==> src/rtl/sic_pkg.sv <==
package sic_pkg;
  // Configuration slots held in the generic store
  localparam int CFG_N       = 4;
  localparam int CFG_ROUTE_A = 0;
  localparam int CFG_ROUTE_B = 1;
  localparam int CFG_MASK    = 2;
  localparam int CFG_POL     = 3;
  localparam int CFG_IX_W    = $clog2(CFG_N);

  // Word offsets (byte offset / 4)
  localparam int WIX_ROUTE_A = 'h02;
  localparam int WIX_ROUTE_B = 'h03;
  localparam int WIX_STATUS  = 'h14;
  localparam int WIX_MASK    = 'h15;
  localparam int WIX_POL     = 'h16;
  localparam int WIX_RAW     = 'h17;

  typedef enum logic [1:0] {
    RS_NONE,
    RS_CFG,
    RS_STATUS,
    RS_RAW
  } sic_rsel_t;
endpackage

==> src/rtl/sic_decode.sv <==
module sic_decode
  import sic_pkg::*;
#(
  parameter int ADDR_W = 8
) (
  input  logic                bus_sel,
  input  logic                bus_wr,
  input  logic [ADDR_W-1:0]   bus_addr,
  output logic                rd_en,
  output sic_rsel_t           rsel,
  output logic [CFG_IX_W-1:0] cfg_ix,
  output logic [CFG_N-1:0]    cfg_we,
  output logic                stat_we
);
  localparam int IX_W = ADDR_W - 2;

  logic [IX_W-1:0] wix;
  logic            hit_cfg;

  always_comb begin
    wix     = bus_addr[ADDR_W-1:2];
    rsel    = RS_NONE;
    cfg_ix  = '0;
    hit_cfg = 1'b0;
    case (int'(wix))
      WIX_ROUTE_A: begin rsel = RS_CFG; cfg_ix = CFG_IX_W'(CFG_ROUTE_A); hit_cfg = 1'b1; end
      WIX_ROUTE_B: begin rsel = RS_CFG; cfg_ix = CFG_IX_W'(CFG_ROUTE_B); hit_cfg = 1'b1; end
      WIX_MASK:    begin rsel = RS_CFG; cfg_ix = CFG_IX_W'(CFG_MASK);    hit_cfg = 1'b1; end
      WIX_POL:     begin rsel = RS_CFG; cfg_ix = CFG_IX_W'(CFG_POL);     hit_cfg = 1'b1; end
      WIX_STATUS:  rsel = RS_STATUS;
      WIX_RAW:     rsel = RS_RAW;
      default:     rsel = RS_NONE;
    endcase
    rd_en   = bus_sel && !bus_wr;
    stat_we = bus_sel && bus_wr && (rsel == RS_STATUS);
    cfg_we  = '0;
    if (bus_sel && bus_wr && hit_cfg) cfg_we[cfg_ix] = 1'b1;
  end
endmodule

==> src/rtl/sic_cfg.sv <==
module sic_cfg
  import sic_pkg::*;
#(
  parameter int DW = 32
) (
  input  logic                      clk,
  input  logic                      rst,
  input  logic [CFG_N-1:0]          we,
  input  logic [DW-1:0]             wdata,
  output logic [CFG_N-1:0][DW-1:0]  cfg_q
);
  for (genvar g = 0; g < CFG_N; g++) begin : g_slot
    always_ff @(posedge clk) begin
      if (rst)        cfg_q[g] <= '0;
      else if (we[g]) cfg_q[g] <= wdata;
    end

    // a slot changes only when written
    a_r2_slot_holds: assert property (@(posedge clk) disable iff (rst)
      !we[g] |=> $stable(cfg_q[g]));
  end
endmodule

==> src/rtl/sic_latch.sv <==
module sic_latch #(
  parameter int DW = 32
) (
  input  logic          clk,
  input  logic          rst,
  input  logic [DW-1:0] irq_in,
  input  logic [DW-1:0] mask,
  input  logic          clr_en,
  input  logic [DW-1:0] clr_bits,
  output logic [DW-1:0] raw_q,
  output logic [DW-1:0] st_q,
  output logic          irq_q
);
  logic [DW-1:0] clr_vec;
  logic [DW-1:0] st_d;

  always_comb begin
    clr_vec = clr_en ? clr_bits : '0;
    // new requests are ORed after the clear, so an active line wins
    st_d    = (st_q & ~clr_vec) | (raw_q & mask);
  end

  always_ff @(posedge clk) begin
    if (rst) begin
      raw_q <= '0;
      st_q  <= '0;
      irq_q <= 1'b0;
    end else begin
      raw_q <= irq_in;
      st_q  <= st_d;
      irq_q <= |st_d;
    end
  end

  a_r1_reset_clears: assert property (@(posedge clk)
    rst |=> (st_q == '0 && !irq_q));

  a_r5_sticky: assert property (@(posedge clk) disable iff (rst)
    1'b1 |=> ((($past(st_q) & ~$past(clr_vec)) & ~st_q) == '0));

  a_r4_masked_sets: assert property (@(posedge clk) disable iff (rst)
    1'b1 |=> ((($past(raw_q) & $past(mask)) & ~st_q) == '0));

  a_r11_unmasked_only: assert property (@(posedge clk) disable iff (rst)
    1'b1 |=> (((st_q & ~$past(st_q)) & ~($past(raw_q) & $past(mask))) == '0));

  a_r7_irq_tracks_status: assert property (@(posedge clk) disable iff (rst)
    irq_q == (st_q != '0));
endmodule

==> src/rtl/sticky_irq_collector.sv <==
module sticky_irq_collector
  import sic_pkg::*;
#(
  parameter int DW     = 32,
  parameter int ADDR_W = 8
) (
  input  logic              clk,
  input  logic              rst,
  input  logic              bus_sel,
  input  logic              bus_wr,
  input  logic [ADDR_W-1:0] bus_addr,
  input  logic [DW-1:0]     bus_wdata,
  output logic [DW-1:0]     bus_rdata,
  input  logic [DW-1:0]     irq_in,
  output logic              irq_out
);
  logic                     rd_en;
  sic_rsel_t                rsel;
  logic [CFG_IX_W-1:0]      cfg_ix;
  logic [CFG_N-1:0]         cfg_we;
  logic                     stat_we;
  logic [CFG_N-1:0][DW-1:0] cfg_q;
  logic [DW-1:0]            raw_q;
  logic [DW-1:0]            st_q;
  logic [DW-1:0]            rd_mux;
  logic [DW-1:0]            rdata_q;

  sic_decode #(.ADDR_W(ADDR_W)) u_dec (
    .bus_sel (bus_sel),
    .bus_wr  (bus_wr),
    .bus_addr(bus_addr),
    .rd_en   (rd_en),
    .rsel    (rsel),
    .cfg_ix  (cfg_ix),
    .cfg_we  (cfg_we),
    .stat_we (stat_we)
  );

  sic_cfg #(.DW(DW)) u_cfg (
    .clk  (clk),
    .rst  (rst),
    .we   (cfg_we),
    .wdata(bus_wdata),
    .cfg_q(cfg_q)
  );

  sic_latch #(.DW(DW)) u_latch (
    .clk     (clk),
    .rst     (rst),
    .irq_in  (irq_in),
    .mask    (cfg_q[CFG_MASK]),
    .clr_en  (stat_we),
    .clr_bits(bus_wdata),
    .raw_q   (raw_q),
    .st_q    (st_q),
    .irq_q   (irq_out)
  );

  always_comb begin
    case (rsel)
      RS_CFG:    rd_mux = cfg_q[cfg_ix];
      RS_STATUS: rd_mux = st_q;
      RS_RAW:    rd_mux = raw_q;
      default:   rd_mux = '1;
    endcase
  end

  always_ff @(posedge clk) begin
    if (rst)        rdata_q <= '0;
    else if (rd_en) rdata_q <= rd_mux;
  end

  assign bus_rdata = rdata_q;

  // unmapped reads return all ones on the port
  a_r10_unmapped_ones: assert property (@(posedge clk) disable iff (rst)
    (rd_en && rsel == RS_NONE) |=> (bus_rdata == '1));

  // the raw view follows the request lines, whatever is written
  a_r9_raw_follows_lines: assert property (@(posedge clk) disable iff (rst)
    1'b1 |=> (raw_q == $past(irq_in)));
endmodule

==> config.mk <==
export PLATFORM = sky130hd
export DESIGN_NAME = sticky_irq_collector
export DESIGN_NICKNAME = d
export VERILOG_FILES = /design/src/rtl/sic_pkg.sv /design/src/rtl/sic_decode.sv /design/src/rtl/sic_cfg.sv /design/src/rtl/sic_latch.sv /design/src/rtl/sticky_irq_collector.sv
export SDC_FILE = /design/constraint.sdc
export NUM_CORES = 1
export LEC_CHECK = 0
export ABC_AREA = 1
export CORE_MARGIN = 4
export CORE_UTILIZATION = 25
export CTS_CLUSTER_SIZE = 16
export DETAILED_ROUTE_END_ITERATION = 12
export HOLD_SLACK_MARGIN = 0.05
export SYNTH_ARGS = -nofsm -noshare
export SYNTH_HDL_FRONTEND = slang
export SYNTH_SLANG_ARGS = --single-unit
==> constraint.sdc <==
create_clock -name clk -period 2.02 [get_ports clk]
set_clock_uncertainty 0.15 [all_clocks]
set_input_delay 0.404 -clock clk [delete_from_list [all_inputs] [get_ports clk]]
set_output_delay 0.404 -clock clk [all_outputs]
set_load 0.005 [all_outputs]
==> flow_metrics.tcl, run 1 <==
set metrics [dict create \
    syn-instance-count 1690 \
    ios 109 \
    cp_top_family "buffers and inverters" \
    hold_viol 0 \
    drv_cap 0 \
    maxSlewHeadroom_pct 67.9 \
    crit_chain "clkdlybuf4s50_1" \
    cts_tree "yes" \
    cts_hold_buffers 0 \
    portBuffers 106 \
    seqPwrFrac_pct 45.7 \
    gp_congestion 0.860 \
    viasPerCell 4.55 \
    fin_area_um2 14200 \
    cp-start-kind "flop" \
    synth.distinct_cells 23 \
    cp_max_fo 2 \
    grt_use_total_pct 15.4 \
    critPathSlowestCell "clkdlybuf4s50_1" \
    cts_num_sinks 225 \
    worst-setup-path-type "flop to primary output" \
    drc 0 \
    yosysSeqAreaShare_pct 42.2 \
    wl_per_cell_um 15.5 \
    fp.dieH_um 215 \
    cts_buffers 24 \
    clockPowerShare_pct 45.6 \
    grt_max_degree 99 \
    place_ws_ns -0.759 \
    postLayoutSetupSlackWorst_ns 0.0424 \
    core_area_um2 42100 \
    netlist_area_um2 10700 \
    syn_nets 1766 \
    peakVddDrop_mv 0.402 \
    initial_core_util_pct 25.4 \
    swShare_pct 23.9 \
    drt-initial-drc-count 1031 \
    ff2ff_path_depth 8 \
    dr.pass1.iters 5 \
    post_dp_cell_area_um2 13200 \
    grt_pass1_vias 10300 \
    grt_pass1_wl_mm 58.2 \
    grt-ovfl-total 0 \
    rsz0062_at_grt "true" \
    ys.warnings.count 0 \
    dieArea_um2 46100 \
    timing.critical_path.buf_inv 1 \
    arrival_ns 1.42 \
    cp.depth 1 \
    vias 11000 \
    r2r-end "u_latch.irq_q" \
    min_period_ns 1.98 \
    cp.required_ns 1.47 \
    syn_avg_cell_area_um2 6.32 \
    p_leak_nw 6.75 \
    r2r_slack_ns 0.60 \
    worstMarginPinSlew_ns 0.482 \
    setup_viol_count_final 0 \
    switchingPower_mw 2.40 \
    dp_cells 2364 \
    ant_nets 0 \
    rows 75 \
    rr_startpoint "u_cfg.cfg_q[88]" \
    cts.path.max_buffers 3 \
    slew_violations 0 \
    fmax_mhz 506 \
    fin_nets 1931 \
    layout.cells.non_filler 2410 \
    hp-class "input pin to flop" \
    period_share_pct 97.9 \
    power_density_nw_per_um2 707 \
    pwr-share-comb_pct 8.7 \
    diodes 0 \
    ys_seq_elements 225 \
    totalWireLength_mm 37.4 \
    p_int_mw 7.63 \
    drive_above_1_share_pct 10.8 \
    clk_latency_ns 0.53 \
    crit_path_end_kind "primary output" \
    clk_pin_slew_worst_paths_ns 0.06 \
    clock-root-buffer "clkbuf_16" \
    status "finished, final reports clean" \
    antenna_found_initial 0 \
    hpwl_mm 26.6 \
    die_x_um 215 \
    crit_start "bus_rdata[31]" \
    cp-endpoint "bus_rdata[31]" \
    syn_to_final_growth_pct 32.8 \
    cts_max_level 1 \
    max_stage_delay_ns 0.53 \
]
==> routing by layer <==
layer / routed length [um] / track usage [%] / vias to the layer above
met5: 0 / 0 / -
met1: 17900 / 22.8 / 5005
met4: 739 / 3.76 / 0
met2: 16000 / 23.4 / 383
met3: 2740 / 2.63 / 40
li1: - / - / 5537
==> logic make-up (layout without fill, tap and decap cells) <==
family	count (synthesis)	after routing	synth area share (%)
buffers and inverters	297	478	10.9
AND/OR/NAND/NOR	1097	1097	43.6
flip-flops	225	225	42.2
AO/OA/AOI/OAI	71	71	3.33
==> per-stage QoR <==
| stage | hold WS, ns | total power, mW | setup TNS (ns) | util [%] |
|---|---|---|---|---|
| 5_1_grt | 0.260 | 10.3 | -0.0443 | 33.7 |
| 6_report | 0.250 | 10.0 | 0 | 33.7 |
| 2_1_floorplan | 0.291 | 4.96 | 0 | - |
| 3_5_place_dp | 0.307 | 5.54 | -100.41 | 31.4 |
| 3_3_place_gp | 0.298 | 5.54 | -84.84 | 31.4 |
| 4_1_cts | 0.239 | 10.1 | 0 | 33.5 |
==> timing repair <==
item                                    4_1_cts  5_1_grt
gates cloned                                  1        2
resized for setup                            17       11
pin swaps                                     2        6
endpoints found under the setup margin      146      116
setup buffers                                 0        1
==> final cells by class <==
cell class	count	area (um2)
fill	4436	27900
clock buffer	38	764
clock inverter	4	47.5
tap	539	674
multi-input combinational	1168	5070
timing repair buffer	243	2400
inverter	193	732
sequential	225	4510
==> layout by cell type (no fill, tap or decap), drive strengths merged, types with 4 or more instances in the layout <==
cell | synthesis | final
dfxtp | 225 | 225
nand3 | 161 | 161
a21oi | 57 | 57
dlymetal6s2s | 0 | 4
clkbuf | 46 | 40
nand4 | 66 | 66
inv | 192 | 193
dlygate4sd2 | 0 | 6
o21ai | 14 | 14
nand2 | 421 | 421
buf | 58 | 135
nor2 | 419 | 419
clkdlybuf4s50 | 0 | 94
nand3b | 28 | 28
==> how the worst min path moves through the flow <==
stage                          from                 to  slack (ns)  cells past startpoint
global placement    u_cfg.cfg_q[19]    u_cfg.cfg_q[19]        0.30                      2
global route             irq_in[31]  u_latch.raw_q[31]        0.26                      3
floorplan           u_cfg.cfg_q[10]    u_cfg.cfg_q[10]        0.29                      2
finish                    irq_in[9]   u_latch.raw_q[9]        0.25                      3
detailed placement  u_cfg.cfg_q[13]    u_cfg.cfg_q[13]        0.31                      2
CTS                      irq_in[10]  u_latch.raw_q[10]        0.24                      3
==> state kept, by name (all words and copies together), names as in the netlist <==
name	count
u_latch.irq_q	1
u_cfg.cfg_q	128
u_latch.st_q	32
u_latch.raw_q	32
bus_rdata	32
==> power by group through the flow <==
stage | clock network (mW) | registers [mW] | logic, mW
after floorplan | 0 | 4.66 | 0.298
after global placement | 0 | 4.68 | 0.860
after detailed placement | 0 | 4.68 | 0.865
after CTS | 4.62 | 4.58 | 0.871
after global routing | 4.80 | 4.59 | 0.948
final | 4.57 | 4.58 | 0.876
==> cells in the mapped netlist <==
cell	count	area, um2
nand2_1	420	1580
nor2_1	416	1560
dfxtp_1	225	4500
inv_1	188	706
nand3_1	158	791
nand4_1	64	400
a21oi_1	57	285
clkbuf_1	46	173
buf_2	36	180
nand3b_1	28	210
buf_1	21	78.8
o21ai_0	14	70.1
inv_2	3	11.3
nand3_2	3	30.0
nand4_2	2	25.0
nor2_2	2	12.5
and3_1	1	6.26
buf_4	1	7.51
clkinv_1	1	3.75
inv_4	1	6.26
nand2_4	1	11.3
nor2_8	1	20.0
nor4_2	1	12.5
(Power assumes the default switching activity.)
==> run 2, diff against run 1 <==
CORE_ASPECT_RATIO = 1.2   (was default)
==> run 2 against run 1 <==
Sequential share of layout area barely moved. Utilization rose by 0.13 points. Register-to-register slack improved by 0.04 ns. Clock power fell by 10%. Flip-flop and latch count did not move. Global-route usage fell by 0.88 points. Fmax rose by 0.65%. Combinational power barely moved. Critical path type unchanged. Critical endpoint is now bus_rdata[25]. Largest cell class unchanged. Largest power group unchanged.
==> flow_metrics.tcl, run 2 (same netlist as run 1, synthesis figures left out) <==
set metrics [dict create \
    status "finished, final reports clean" \
    final_common_cell "nand2_1" \
    fin_nets 1923 \
    initial_core_util_pct 25.5 \
    fmax_mhz 509 \
    largest_reg_flops 128 \
    cp-start-kind "flop" \
    power_density_nw_per_um2 673 \
    finalPower_mw 9.55 \
    wl_per_cell_um 15.2 \
    worstMarginPinSlew_ns 0.477 \
    core_area_um2 42000 \
    nFillCells 4421 \
    cts_hold_buffers 0 \
    largest-register "u_cfg.cfg_q" \
    period_share_pct 97.3 \
    crit_chain "clkdlybuf4s50_1" \
    arrival_ns 1.41 \
    hpwl_mm 25.0 \
    grt_max_degree 97 \
    hold_viol 0 \
    cp_max_fo 2 \
    dr.pass1.iters 5 \
    critPathSlowestCell "clkdlybuf4s50_1" \
    r2r_slack_ns 0.64 \
    hp-class "input pin to flop" \
    slew_violations 0 \
    rows 82 \
    grt_use_total_pct 14.6 \
    clk_latency_ns 0.52 \
    die_x_um 197 \
    ant_nets 0 \
    drc 0 \
    rsz0062_at_grt "true" \
    totalWireLength_mm 36.7 \
    fp.dieH_um 234 \
    grt_pass1_wl_mm 55.0 \
    portBuffers 106 \
    drive_above_1_share_pct 10.4 \
    min_period_ns 1.96 \
    cts.path.max_buffers 3 \
    postLayoutSetupSlackWorst_ns 0.0552 \
    worst-setup-path-type "flop to primary output" \
    cts_buffers 23 \
    drv_cap 0 \
    grt-ovfl-total 0 \
    post_dp_cell_area_um2 13200 \
    clk_pin_slew_worst_paths_ns 0.07 \
    final_cell_mix "nand2_1, nor2_1, dfxtp_1" \
    setup_viol_count_final 0 \
    place_ws_ns -0.694 \
    cp_top_family "buffers and inverters" \
    max_stage_delay_ns 0.52 \
    p_leak_nw 6.72 \
    seqPwrFrac_pct 47.9 \
    clockPowerShare_pct 43.0 \
    clock-root-buffer "clkbuf_16" \
    swShare_pct 24.3 \
    cts_tree "yes" \
    drt-initial-drc-count 1130 \
    pwr-share-comb_pct 9.1 \
    p_int_mw 7.23 \
    viasPerCell 4.54 \
    timing.critical_path.buf_inv 1 \
    ios 109 \
    vias 10900 \
    dieArea_um2 46100 \
    syn_to_final_growth_pct 32.8 \
    antenna_found_initial 0 \
    final_util_pct 33.8 \
    cts_max_level 1 \
    cts_num_sinks 225 \
    cp.required_ns 1.47 \
    fin_area_um2 14200 \
    gp_congestion 0.869 \
    diodes 0 \
    grt_pass1_vias 10100 \
    maxSlewHeadroom_pct 68.2 \
    switchingPower_mw 2.32 \
    peakVddDrop_mv 0.384 \
    crit_path_end_kind "primary output" \
]
[run 2: cell types whose count changed in the layout (fill, tap and decap cells not counted), sizes merged]
| cell | delta |
|---|---|
| clkbuf | -1 |
| bufinv | -1 |
| clkinvlp | -1 |
| dlygate4sd2 | -5 |
| buf | -9 |
| clkinv | +4 |
| bufbuf | -1 |
| clkdlybuf4s15 | -1 |
| clkdlybuf4s50 | +5 |
| dlymetal6s2s | +1 |
[run 2: area by class of cell]
cell class / instances / area (um2) / share of cell area, %
clock buffer: 34 / 677 / 4.77
clock inverter: 6 / 30.0 / 0.212
inverter: 193 / 729 / 5.14
multi-input combinational: 1168 / 5090 / 35.9
sequential: 225 / 4500 / 31.7
tap: 546 / 683 / 4.82
timing repair buffer: 236 / 2470 / 17.4
[run 2: per-layer routing]
metal | vias up | GRT usage [%] | wire (um)
met5 | - | 0 | 0
met4 | 0 | 3.71 | 687
met1 | 5011 | 21.5 | 17300
li1 | 5539 | - | -
met3 | 43 | 2.10 | 2490
met2 | 346 | 22.3 | 16200
[run 2: worst paths after layout]
kind	from	to	cells after the start
max reg2reg	u_cfg.cfg_q[72]	u_latch.irq_q	8
min	rst	u_latch.irq_q	2
min reg2reg	u_cfg.cfg_q[5]	u_cfg.cfg_q[5]	2
max	bus_rdata[25]	bus_rdata[25]	1
[run 2: repair_timing]
action                                  in CTS  in global routing
gates resized for setup                      7                 22
setup buffers                                0                  4
cloned                                       0                  8
pin swaps                                    2                  5
endpoints found under the setup margin      85                161
[run 2: power groups by stage]
| stage | Sequential (mW) | Combinational [mW] | Clock, mW |
|---|---|---|---|
| 2_1_floorplan | 4.66 | 0.298 | 0 |
| 3_3_place_gp | 4.67 | 0.849 | 0 |
| 3_5_place_dp | 4.67 | 0.850 | 0 |
| 4_1_cts | 4.58 | 0.857 | 4.19 |
| 5_1_grt | 4.58 | 0.944 | 4.33 |
| 6_report | 4.57 | 0.874 | 4.11 |
[run 2: per-stage QoR]
step | hold WS, ns | instances | TNS [ns]
finish | 0.149 | 2408 | 0
global placement | 0.298 | 2356 | -88.76
floorplan | 0.291 | 1690 | 0
detailed placement | 0.306 | 2356 | -90.04
CTS | 0.137 | 2396 | 0
global route | 0.163 | 2408 | -0.0405
